### src/rtl/hbwd_pkg.sv
package hbwd_pkg;
  typedef enum logic [1:0] {
    ST_GRACE = 2'd0,
    ST_MON   = 2'd1,
    ST_HOLD  = 2'd2
  } wd_state_e;
endpackage

### src/rtl/hbwd_prescale.sv
// Free-running timebase: one-cycle tick every DIV clocks.
module hbwd_prescale #(
  parameter int DIV = 50000
) (
  input  logic clk,
  input  logic rst,
  output logic tick
);
  localparam int PW = (DIV > 1) ? $clog2(DIV) : 1;
  localparam logic [PW-1:0] LAST = PW'(DIV - 1);

  logic [PW-1:0] pcnt;

  assign tick = (pcnt == LAST);

  always_ff @(posedge clk) begin
    if (rst)       pcnt <= '0;
    else if (tick) pcnt <= '0;
    else           pcnt <= pcnt + 1'b1;
  end
endmodule

### src/rtl/hbwd_edge_sync.sv
// Synchronizer chain plus one history flop; flags any level change.
module hbwd_edge_sync #(
  parameter int STAGES = 2
) (
  input  logic clk,
  input  logic rst,
  input  logic async_in,
  output logic kick
);
  logic [STAGES:0] sh;

  always_ff @(posedge clk) begin
    if (rst) sh <= '0;
    else     sh <= {sh[STAGES-1:0], async_in};
  end

  assign kick = sh[STAGES-1] ^ sh[STAGES];
endmodule

### src/rtl/hbwd_fsm.sv
// Grace / monitor / hold sequencer with registered outputs.
module hbwd_fsm
  import hbwd_pkg::*;
#(
  parameter int CNT_W       = 16,
  parameter int GRACE_TICKS = 60000,
  parameter int HOLD_TICKS  = 200
) (
  input  logic             clk,
  input  logic             rst,
  input  logic             tick,
  input  logic             kick,
  input  logic [CNT_W-1:0] tmo,
  input  logic             flag_clr,
  output wd_state_e        st,
  output logic [CNT_W-1:0] cnt,
  output logic             host_rst_n,
  output logic             wd_flag
);
  localparam logic [CNT_W-1:0] GRACE_LAST = CNT_W'(GRACE_TICKS - 1);
  localparam logic [CNT_W-1:0] HOLD_LAST  = CNT_W'(HOLD_TICKS - 1);

  wd_state_e        st_n;
  logic [CNT_W-1:0] cnt_n;
  logic [CNT_W:0]   cnt_inc;

  assign cnt_inc = {1'b0, cnt} + {{CNT_W{1'b0}}, 1'b1};

  always_comb begin
    st_n  = st;
    cnt_n = cnt;
    case (st)
      ST_GRACE: begin
        if (tick) begin
          if (cnt == GRACE_LAST) begin
            st_n  = ST_MON;
            cnt_n = '0;
          end else begin
            cnt_n = cnt_inc[CNT_W-1:0];
          end
        end
      end
      ST_MON: begin
        if (kick) begin
          cnt_n = '0;
        end else if (tick) begin
          if (cnt_inc >= {1'b0, tmo}) begin
            st_n  = ST_HOLD;
            cnt_n = '0;
          end else begin
            cnt_n = cnt_inc[CNT_W-1:0];
          end
        end
      end
      ST_HOLD: begin
        if (tick) begin
          if (cnt == HOLD_LAST) begin
            st_n  = ST_GRACE;
            cnt_n = '0;
          end else begin
            cnt_n = cnt_inc[CNT_W-1:0];
          end
        end
      end
      default: begin
        st_n  = ST_GRACE;
        cnt_n = '0;
      end
    endcase
  end

  always_ff @(posedge clk) begin
    if (rst) begin
      st         <= ST_GRACE;
      cnt        <= '0;
      host_rst_n <= 1'b1;
      wd_flag    <= 1'b0;
    end else begin
      st         <= st_n;
      cnt        <= cnt_n;
      host_rst_n <= (st_n != ST_HOLD);
      if (st_n == ST_HOLD && st != ST_HOLD) wd_flag <= 1'b1;
      else if (flag_clr)                    wd_flag <= 1'b0;
    end
  end
endmodule

### src/rtl/hbwd_top.sv
module hbwd_top
  import hbwd_pkg::*;
#(
  parameter int DIV         = 50000,
  parameter int CNT_W       = 16,
  parameter int GRACE_TICKS = 60000,
  parameter int HOLD_TICKS  = 200,
  parameter int SYNC_STAGES = 2
) (
  input  logic             clk,
  input  logic             rst,
  input  logic             hb_in,
  input  logic [CNT_W-1:0] tmo_ticks,
  input  logic             flag_clr,
  output logic             host_rst_n,
  output logic             wd_flag
);
  logic             tick;
  logic             kick;
  wd_state_e        st;
  logic [CNT_W-1:0] cnt;

  hbwd_prescale #(.DIV(DIV)) u_pre (
    .clk  (clk),
    .rst  (rst),
    .tick (tick)
  );

  hbwd_edge_sync #(.STAGES(SYNC_STAGES)) u_sync (
    .clk      (clk),
    .rst      (rst),
    .async_in (hb_in),
    .kick     (kick)
  );

  hbwd_fsm #(
    .CNT_W       (CNT_W),
    .GRACE_TICKS (GRACE_TICKS),
    .HOLD_TICKS  (HOLD_TICKS)
  ) u_fsm (
    .clk        (clk),
    .rst        (rst),
    .tick       (tick),
    .kick       (kick),
    .tmo        (tmo_ticks),
    .flag_clr   (flag_clr),
    .st         (st),
    .cnt        (cnt),
    .host_rst_n (host_rst_n),
    .wd_flag    (wd_flag)
  );
endmodule

### config.mk
export PLATFORM = sky130hd
export DESIGN_NAME = hbwd_top
export DESIGN_NICKNAME = d
export VERILOG_FILES = /design/src/rtl/hbwd_pkg.sv /design/src/rtl/hbwd_prescale.sv /design/src/rtl/hbwd_edge_sync.sv /design/src/rtl/hbwd_fsm.sv /design/src/rtl/hbwd_top.sv
export SDC_FILE = /design/constraint.sdc
export NUM_CORES = 1
export LEC_CHECK = 0
export ABC_AREA = 0
export BUFFER_PORTS_ARGS = -buffer_cell sky130_fd_sc_hd__buf_2
export CAP_MARGIN = 30
export CORE_MARGIN = 1.5
export CORE_UTILIZATION = 45
export CTS_CLUSTER_SIZE = 14
export DETAILED_ROUTE_END_ITERATION = 6
export GPL_ROUTABILITY_DRIVEN = 0
export PLACE_DENSITY_LB_ADDON = 0.3
export RECOVER_POWER = 100
export SLEW_MARGIN = 20
export SYNTH_ARGS = -nofsm -noshare
export SYNTH_HDL_FRONTEND = slang
export SYNTH_SLANG_ARGS = --single-unit
### constraint.sdc
create_clock -name clk -period 4.2 [get_ports clk]
set_clock_uncertainty 0.15 [all_clocks]
set_input_delay 0.42 -clock clk [delete_from_list [all_inputs] [get_ports clk]]
set_output_delay 0.42 -clock clk [all_outputs]
set_load 0.01 [all_outputs]
==> impl_results.md <==
- WHS: 0.187 ns
- Layout cells sized above 1: 0.121
- CTS root buffer: clkbuf_8
- Number of global-route vias before repair: 1968
- Crit path DAT: 3.87 ns
- Clk buf depth: 2
- Initial DRC Count: 130
- Synthesized net count: 333
- Rows: 26
- Wire length per cell after detailed routing: 12.7 um
- Number of flops mapped to enable cells by yosys: 0
- Worst Setup Slack, final: 0.397 ns
- Post-synth top area cell: dfxtp_1
- GRT Util Overall: 0.182
- Share of the synthesized area in the top cell type: 0.323
- P_leak: 1.26 nW
- DRT antenna net count: 0
- # DRC: 0
- Grt met1 use: 0.238
- Unique cell type count in the Yosys netlist: 51
- Global Route met2 Usage: 0.294
- Critical path required time: 4.27 ns
- Num Clock Sinks: 39
- Status: finished, final reports clean
- Worst vdd ir: 210 uV
- Fin. max-slew vios: 0
- Synth warn: 0
- Maxcap violations: 0
- Worst path slowest cell: dfxtp_1
- Initial antenna violation count: 0
- Min-delay worst type: in -> reg
- Clock latency on the worst-skew pair: 0.29 ns
- Global-route wire length before repair: 8.71 mm
- Predominant post-synthesis flop cell: dfxtp_1
- Synth cell count leaders: dfxtp_1 (39), nand2_1 (37), nor2_1 (30)
- Period utilisation layout: 0.905
- Number of port buffers: 21
- Initial core utilization: 0.470
- Mapped Avg Cell Area: 8.19 um2
- Final Critical Period: 3.80 ns
- Post-DP HPWL: 3.66 mm
- I/O pin count: 22
- GR peak layer: met2
- CP endpoint kind: flop
- Register area: 781 um2
- Syn-to-layout area delta: 10.8%
- Synth area leaders: dfxtp_1 (32%), ha_1 (9.3%), xnor2_1 (5.8%)
- Met3 global-route usage: 0.0347
- H-tree depth: 2
- Final WL: 4.85 mm
- Worst-path maximum fanout: 15
- CP delay by family, top: simple AND/OR/NAND/NOR gates
- Yosys reg bits: 39
- Total grt overflow: 0
- Cells after synthesis: 295
- CTS tree: built
- Multi-input logic area: 0.00148 mm2
- Die area: 0.00582 mm2
- Ant diodes: 0
- Cell area after synthesis: 0.00242 mm2
- Final Hold Fails: 0
- First-pass DRT Iterations: 4
- # Post-CTS Setup Buffers: 0
- Slew @ Worst Pin: 0.830 ns
- FMAX: 263 MHz
- Core ar.: 0.00514 mm2
- Most common cell in the netlist: dfxtp_1
- Worst-path clk slew: 0.08 ns
- Power per cell area: 290 mW/mm2
- Mean number of vias per cell: 5.33
- Hold Buf Count CTS: 0
- Die H: 76.3 um
- Vias: 2042
- Fill cells: 507
- Setup crit start kind: flop
- Critical path class: reg -> reg
- # resized after CTS: 0
- Sequential share of the synthesized area: 0.323
- Worst-path cell chain: ha_1 > nand4_1 > or2_2 > and2_0 > or2_2 > ha_1 > and2_0 > a221o_1 > a221o_1 > a2111oi_0 > buf_4 > a211oi_1 > nor2_1
- RSZ-0062 raised after global routing: false
- Slew margin rel.: 0.447
- Largest net degree at the start of global routing: 18
- Synth async-reset ratio: 0
- Num CTS Buffers: 5
- Setup_tns: 0 ns
- Bufs and invs on worst path: 1
- # setup viols final: 0
- Slowest stage delay, CP: 0.45 ns
- Final #Nets: 350
- Place WS: 0.550 ns
- Die Wd: 76.3 um
-- cell families (layout without fill, tap and decap cells) --
logic type / count (synthesis) / in the layout / synth area share
flops: 39 / 39 / 0.323
simple gates: 138 / 138 / 0.307
compound gates: 39 / 39 / 0.120
xor+xnor: 28 / 28 / 0.101
fa+ha+maj: 18 / 18 / 0.0932
buf+inv: 33 / 51 / 0.0554
-- report_power, final --
group          switching [mW]  internal, mW
logic                  0.0188        0.0155
clock network           0.131         0.237
registers             0.00188         0.373
-- cell type report --
type	count	share of cell area
Clock buffer	6	0.0271
Clock inverter	2	0.0224
Inverter	19	0.0266
Multi-Input combinational cell	223	0.553
Sequential cell	39	0.292
Tap cell	70	0.0327
Timing Repair Buffer	24	0.0463
-- per-layer routing --
layer	vias to the layer above	wire, um
li1	1054	-
met1	922	2360
met2	54	2210
met3	12	181
met4	0	101
met5	-	0
-- metrics by stage --
stage          std cells  utilization  power [mW]  cell area (um2)
3_3_place_gp         375        0.500       0.418             2570
6_report             383        0.521       0.777             2680
5_1_grt              383        0.521       0.808             2680
2_1_floorplan        295            -       0.405             2420
3_5_place_dp         375        0.500       0.418             2570
4_1_cts              383        0.526       0.790             2700
-- cell usage in the layout (no fill, tap or decap), types with 3 or more instances in the layout --
master	count
buf_4	3
and3_1	8
o21ai_0	12
o21ai_1	3
buf_2	18
xor2_1	12
nand2_1	37
ha_1	18
nor4_1	4
a21o_1	4
xnor2_1	16
clkbuf_8	5
nor2_1	30
nor3_1	4
nand4_1	8
and2_0	3
dfxtp_1	39
clkbuf_1	4
and4_1	3
nand3_1	16
nor2b_1	3
nand2b_1	3
a21oi_1	4
inv_1	19
-- worst paths after layout --
| path | startpoint | to | slack (ns) | cells past startpoint |
|---|---|---|---|---|
| setup / recovery | u_fsm.cnt[0]$_SDFFE_PP0P_ | u_fsm.cnt[2]$_SDFFE_PP0P_ | 0.40 | 13 |
| hold / removal | hb_in | u_sync.sh[0]$_SDFF_PP0_ | 0.19 | 2 |
| setup reg to reg | u_fsm.cnt[0]$_SDFFE_PP0P_ | u_fsm.cnt[2]$_SDFFE_PP0P_ | 0.40 | 13 |
| hold reg to reg | u_fsm.wd_flag$_SDFFE_PP0P_ | u_fsm.wd_flag$_SDFFE_PP0P_ | 0.29 | 2 |
-- registers in the layout, indices dropped and copies added (netlist names) --
signal,flops
u_fsm.cnt,16
u_fsm.host_rst_n,1
u_fsm.st,2
u_fsm.wd_flag,1
u_pre.pcnt,16
u_sync.sh,3
No activity file was read; power rests on OpenSTA's default activity.
